## src/rtl/baud_rate_gen_pkg.sv

```systemverilog
package baud_rate_gen_pkg;

  // Strobes from control to datapath, valid for one cycle.
  typedef struct packed {
    logic loadCnt;    // write this cycle: counter takes the new divisor
    logic reloadCnt;  // terminal count: counter takes the latched divisor
    logic decCnt;     // running: counter steps down by one
    logic tickNext;   // tick register sets on this edge
  } ctlStrobes_t;

endpackage

```

## src/rtl/baud_rate_gen_ctrl.sv

```systemverilog
module baud_rate_gen_ctrl
  import baud_rate_gen_pkg::*;
#(
  parameter int NUM_LAT = 2,
  parameter int SEL_W   = 1
) (
  input  logic               wrEn,
  input  logic [SEL_W-1:0]   wrSel,
  input  logic               divIsZero,
  input  logic               cntAtOne,
  output logic [NUM_LAT-1:0] latchWr,
  output ctlStrobes_t        stb
);

  // One-hot write enable, one bit per divisor byte latch.
  for (genvar i = 0; i < NUM_LAT; i++) begin : g_sel
    assign latchWr[i] = wrEn && (wrSel == SEL_W'(i));
  end

  // A write always wins. Otherwise a stopped generator holds.
  // A running one either reloads at the terminal count or steps down.
  always_comb begin
    stb           = '0;
    stb.loadCnt   = wrEn;
    stb.reloadCnt = !wrEn && !divIsZero && cntAtOne;
    stb.decCnt    = !wrEn && !divIsZero && !cntAtOne;
    stb.tickNext  = !wrEn && !divIsZero && cntAtOne;
  end

endmodule

```

## src/rtl/baud_rate_gen_dp.sv

```systemverilog
module baud_rate_gen_dp
  import baud_rate_gen_pkg::*;
#(
  parameter int DIV_W   = 16,
  parameter int BYTE_W  = 8,
  parameter int NUM_LAT = 2
) (
  input  logic               clk,
  input  logic               rstN,
  input  logic [BYTE_W-1:0]  wrData,
  input  logic [NUM_LAT-1:0] latchWr,
  input  ctlStrobes_t        stb,
  output logic [DIV_W-1:0]   divisor,
  output logic [DIV_W-1:0]   count,
  output logic               divIsZero,
  output logic               cntAtOne,
  output logic               tick
);

  logic [DIV_W-1:0] divNext;

  // Byte latches. The next value merges the byte being written this cycle,
  // so the counter can load the complete new divisor on the same edge.
  for (genvar i = 0; i < NUM_LAT; i++) begin : g_lat
    logic [BYTE_W-1:0] latQ;
    always_ff @(posedge clk) begin
      if (!rstN)          latQ <= '0;
      else if (latchWr[i]) latQ <= wrData;
    end
    assign divisor[i*BYTE_W +: BYTE_W] = latQ;
    assign divNext[i*BYTE_W +: BYTE_W] = latchWr[i] ? wrData : latQ;
  end

  always_ff @(posedge clk) begin
    if (!rstN) begin
      count <= '0;
      tick  <= 1'b0;
    end else begin
      if (stb.loadCnt)        count <= divNext;
      else if (stb.reloadCnt) count <= divisor;
      else if (stb.decCnt)    count <= count - DIV_W'(1);
      tick <= stb.tickNext;
    end
  end

  assign divIsZero = (divisor == '0);
  assign cntAtOne  = (count == DIV_W'(1));

endmodule

```

## src/rtl/baud_rate_gen.sv

```systemverilog
module baud_rate_gen
  import baud_rate_gen_pkg::*;
#(
  parameter int DIV_W  = 16,
  parameter int BYTE_W = 8
) (
  input  logic              clk,
  input  logic              rstN,
  input  logic              wrEn,
  input  logic              wrSel,
  input  logic [BYTE_W-1:0] wrData,
  output logic              tick16x
);

  localparam int NUM_LAT = DIV_W / BYTE_W;
  localparam int SEL_W   = (NUM_LAT > 1) ? $clog2(NUM_LAT) : 1;

  logic [NUM_LAT-1:0] latchWr;
  ctlStrobes_t        stb;
  logic [DIV_W-1:0]   divisorVal;
  logic [DIV_W-1:0]   countVal;
  logic               divIsZero;
  logic               cntAtOne;

  baud_rate_gen_ctrl #(.NUM_LAT(NUM_LAT), .SEL_W(SEL_W)) u_ctrl (
    .wrEn      (wrEn),
    .wrSel     (SEL_W'(wrSel)),
    .divIsZero (divIsZero),
    .cntAtOne  (cntAtOne),
    .latchWr   (latchWr),
    .stb       (stb)
  );

  baud_rate_gen_dp #(.DIV_W(DIV_W), .BYTE_W(BYTE_W), .NUM_LAT(NUM_LAT)) u_dp (
    .clk       (clk),
    .rstN      (rstN),
    .wrData    (wrData),
    .latchWr   (latchWr),
    .stb       (stb),
    .divisor   (divisorVal),
    .count     (countVal),
    .divIsZero (divIsZero),
    .cntAtOne  (cntAtOne),
    .tick      (tick16x)
  );

endmodule

```

## config.mk

```make
export PLATFORM = sky130hd
export DESIGN_NAME = baud_rate_gen
export DESIGN_NICKNAME = d
export VERILOG_FILES = /design/src/rtl/baud_rate_gen_pkg.sv /design/src/rtl/baud_rate_gen_ctrl.sv /design/src/rtl/baud_rate_gen_dp.sv /design/src/rtl/baud_rate_gen.sv
export SDC_FILE = /design/constraint.sdc
export NUM_CORES = 1
export LEC_CHECK = 0
export BUFFER_PORTS_ARGS = -buffer_cell sky130_fd_sc_hd__clkbuf_2
export CORE_UTILIZATION = 51
export CTS_CLUSTER_SIZE = 12
export DETAILED_ROUTE_END_ITERATION = 6
export GPL_ROUTABILITY_DRIVEN = 0
export PLACE_DENSITY = 0.75
export SLEW_MARGIN = 20
export SYNTH_ARGS = -nofsm -noshare
export SYNTH_HDL_FRONTEND = slang
export SYNTH_SLANG_ARGS = --single-unit
```

## constraint.sdc

```tcl
create_clock -name clk -period 3.7 [get_ports clk]
set_input_delay 0.555 -clock clk [delete_from_list [all_inputs] [get_ports clk]]
set_output_delay 0.555 -clock clk [all_outputs]
set_load 0.03 [all_outputs]
```

==> flow_metrics.env <==
export IMPL_path_cells="nor4_4 > nand4_1 > o221ai_1 > o21ai_0"
export IMPL_outcome="finished, final reports clean"
export IMPL_antenna_found_initial=0
export IMPL_report_final_slew_viol_count=0
export IMPL_multi_input_gate_area_in_the_final_layout_mm2=0.00118
export IMPL_max_freq_ghz=0.432
export IMPL_postCtsSetupRepairBufs=0
export IMPL_drt_initial_violations=143
export IMPL_post_synth_top_area_fraction_pct=34.4
export IMPL_flow_area_growth_from_synthesis_pct=9.97
export IMPL_whs_path_depth=2
export IMPL_wl_um=4890
export IMPL_synth_yosys_seq_area_share_pct=34.4
export IMPL_yosys_warnings=0
export IMPL_detailed_place_hpwl_um=3200
export IMPL_remaining_drc_errors=0
export IMPL_seq_cells_post_synth=33
export IMPL_area_of_the_core_region_mm2=0.00347
export IMPL_syn_num_nets=245
export IMPL_synth_largest_area_cell="sky130_fd_sc_hd__dfxtp_1"
export IMPL_finalPower_w=0.00113
export IMPL_relSlewSlack_pct=53.9
export IMPL_setup_repair_after_global_routing_missed_its_margin="false"
export IMPL_wl_met3_um=304
export IMPL_cts_max_level=2
export IMPL_cap_viol_max_count=0
export IMPL_least_margin_pin_slew_ns=0.689
export IMPL_synthesis_area_per_instance_um2=8.31
export IMPL_register_area_um2=661
export IMPL_pwr_density_cell_mw_per_mm2=534
export IMPL_global_route_wire_length_before_repair_um=8300
export IMPL_numPortBuffers=12
export IMPL_cp_slowest_cell="sky130_fd_sc_hd__nand4_1"
export IMPL_grt_overflow=0
export IMPL_wl_per_cell_um=17.2
export IMPL_synth_lib_cells_used_distinct=42
export IMPL_synthTopCellsByArea="sky130_fd_sc_hd__dfxtp_1 34%, sky130_fd_sc_hd__mux2_2 9.4%, sky130_fd_sc_hd__a22oi_1 6.3%"
export IMPL_static_leakage_power_nw=0.745
export IMPL_number_of_buffers_inserted_during_clock_tree_synthesis=5
export IMPL_synth_flop_cell="sky130_fd_sc_hd__dfxtp_1"
export IMPL_total_setup_violations_reported_at_the_end_of_the_flow=0
export IMPL_worst_path_max_fanout=16
export IMPL_final_layout_size_suffix_gt1_share_pct=18.9
export IMPL_vias=1749
export IMPL_wl_met1_um=2300
export IMPL_worst_setup_hold_path_clk_slew_ns=0.07
export IMPL_grt_total_usage_pct=27.4
export IMPL_start_util_pct=55.4
export IMPL_report_final_hold_viol_count=0
export IMPL_async_flop_share_pct=0
export IMPL_per_cell_via_count_in_the_routed_design=6.16
export IMPL_antenna_cells_inserted=0
export IMPL_synth_edff_count=0
export IMPL_synth_top_cells_by_count="33 x sky130_fd_sc_hd__dfxtp_1, 30 x sky130_fd_sc_hd__nand2_1, 20 x sky130_fd_sc_hd__a21oi_1"
export IMPL_clock_skew_final_ns=0.00594
export IMPL_cp_arrival_ns=2.49
export IMPL_critical_path_class="flop to flop"
export IMPL_cp_required_ns=3.87
export IMPL_tritoncts="built"
export IMPL_cts_hold_buffers_added=0
export IMPL_drt_pass1_iter_count=4
export IMPL_post_synth_top_count_cell="sky130_fd_sc_hd__dfxtp_1"
export IMPL_wl_met2_um=2160
export IMPL_final_period_utilization_pct=62.6
export IMPL_dr_max_layer_used="met4"
export IMPL_clock_root_buffer="sky130_fd_sc_hd__clkbuf_8"
export IMPL_die_height_um=63.4
export IMPL_grt_start_max_net_pins=34
export IMPL_crit_path_end_kind="flop"
export IMPL_die_area_mm2=0.00402
export IMPL_min_period_ns=2.32
export IMPL_die_width_um=63.4
export IMPL_number_of_standard_cells_after_synthesis=231
export IMPL_grt_pass1_vias=1675
export IMPL_r2r_cell_count=4
export IMPL_cts_sink_count=33
export IMPL_num_rows=21
export IMPL_detail_route_antenna_nets=0
export IMPL_cpPeakStageDelay_ns=0.69
export IMPL_final_net_count=251
export IMPL_cts_repair_resize_count=0
export IMPL_ctsLongestPathBuffers=2
export IMPL_clock_latency_ns=0.30
export IMPL_ir_drop_uv=282
export IMPL_fill_cells=338
export IMPL_holdWs_ns=0.498
export IMPL_final_setup_tns_ns=0
export IMPL_crit_path_start_kind="flop"
export IMPL_design_portCount=13
export IMPL_hp_class="flop to flop"
export IMPL_cell_area_after_synthesis_mm2=0.00192
sequential cells by signal (all words and copies together), names as in the netlist:
signal / count
u_dp.count: 16
u_dp.g_lat.latQ: 16
u_dp.tick: 1
layout by cell type, fill, tap and decap left out, types with 2 or more instances in the layout:
cell type	netlist	layout
sky130_fd_sc_hd__nand3_1	11	11
sky130_fd_sc_hd__nor2b_1	2	2
sky130_fd_sc_hd__o22ai_1	6	6
sky130_fd_sc_hd__nor3_1	2	2
sky130_fd_sc_hd__inv_1	3	3
sky130_fd_sc_hd__o2bb2ai_1	2	2
sky130_fd_sc_hd__nand2_1	30	30
sky130_fd_sc_hd__o21ai_1	4	4
sky130_fd_sc_hd__mux2_2	16	16
sky130_fd_sc_hd__buf_4	0	3
sky130_fd_sc_hd__nand4_1	5	5
sky130_fd_sc_hd__xnor2_1	9	9
sky130_fd_sc_hd__clkbuf_8	0	6
sky130_fd_sc_hd__a21oi_1	20	20
sky130_fd_sc_hd__ha_1	2	2
sky130_fd_sc_hd__a22oi_1	16	16
sky130_fd_sc_hd__nand2b_1	3	3
sky130_fd_sc_hd__o221ai_1	4	4
sky130_fd_sc_hd__nor2_1	12	12
sky130_fd_sc_hd__o21ai_0	10	10
sky130_fd_sc_hd__clkbuf_2	0	12
sky130_fd_sc_hd__o211ai_1	3	3
sky130_fd_sc_hd__dfxtp_1	33	33
sky130_fd_sc_hd__nor4_1	5	5
power breakdown:
| group | leakage [nW] | total, W | switching (W) | internal (W) |
|---|---|---|---|---|
| combinational | 0.417 | 0.000319 | 0.000176 | 0.000142 |
| clock | 0.0574 | 0.000364 | 0.000145 | 0.000219 |
| sequential | 0.271 | 0.000445 | 0.0000535 | 0.000391 |
logic make-up after synthesis:
group                    count (synthesis)  synth area share (%)
adder cells (fa/ha/maj)                  2                  1.30
AND/OR/NAND/NOR                         83                  23.6
multiplexers                            16                  9.38
AO/OA/AOI/OAI                           68                  22.5
XOR/XNOR                                10                  4.56
buffers and inverters                   19                  4.17
flip-flops                              33                  34.4
worst paths after layout:
path | to | startpoint | slack (ns)
worst max-delay path | u_dp.count[14] | u_dp.count[3] | 1.38
worst min-delay path | u_dp.g_lat[1].latQ[3] | u_dp.g_lat[1].latQ[3] | 0.50
worst max register to register | u_dp.count[14] | u_dp.count[3] | 1.38
worst min register to register | u_dp.g_lat[1].latQ[3] | u_dp.g_lat[1].latQ[3] | 0.50
routing by layer:
metal / vias to the layer above / GRT usage (%)
met4: 0 / 14.5
met2: 62 / 39.6
li1: 872 / -
met5: - / 0
met1: 804 / 37.9
met3: 11 / 5.43
final cells by class:
| class | count | share of cell area, % |
|---|---|---|
| sequential | 33 | 31.3 |
| timing repair buffer | 15 | 3.91 |
| inverter | 3 | 0.533 |
| clock inverter | 2 | 1.78 |
| multi-input combinational | 179 | 55.9 |
| clock buffer | 6 | 3.91 |
| tap | 46 | 2.73 |
per-stage QoR:
step | cells | worst slack (ns) | util [%] | instance area [µm²]
2_1_floorplan | 231 | 1.78 | - | 1920
6_report | 284 | 1.38 | 60.9 | 2110
3_5_place_dp | 276 | 1.45 | 57.4 | 1990
4_1_cts | 284 | 1.44 | 60.9 | 2110
5_1_grt | 284 | 1.20 | 60.9 | 2110
3_3_place_gp | 276 | 1.46 | 57.4 | 1990
worst max-delay path, delay by kind of cell (launching register included):
family	cells	cell delay [ns]
AO/OA/AOI/OAI	2	0.54
AND/OR/NAND/NOR	2	1.27
flip-flops	1	0.38
Power figures use the tool's default switching activity.
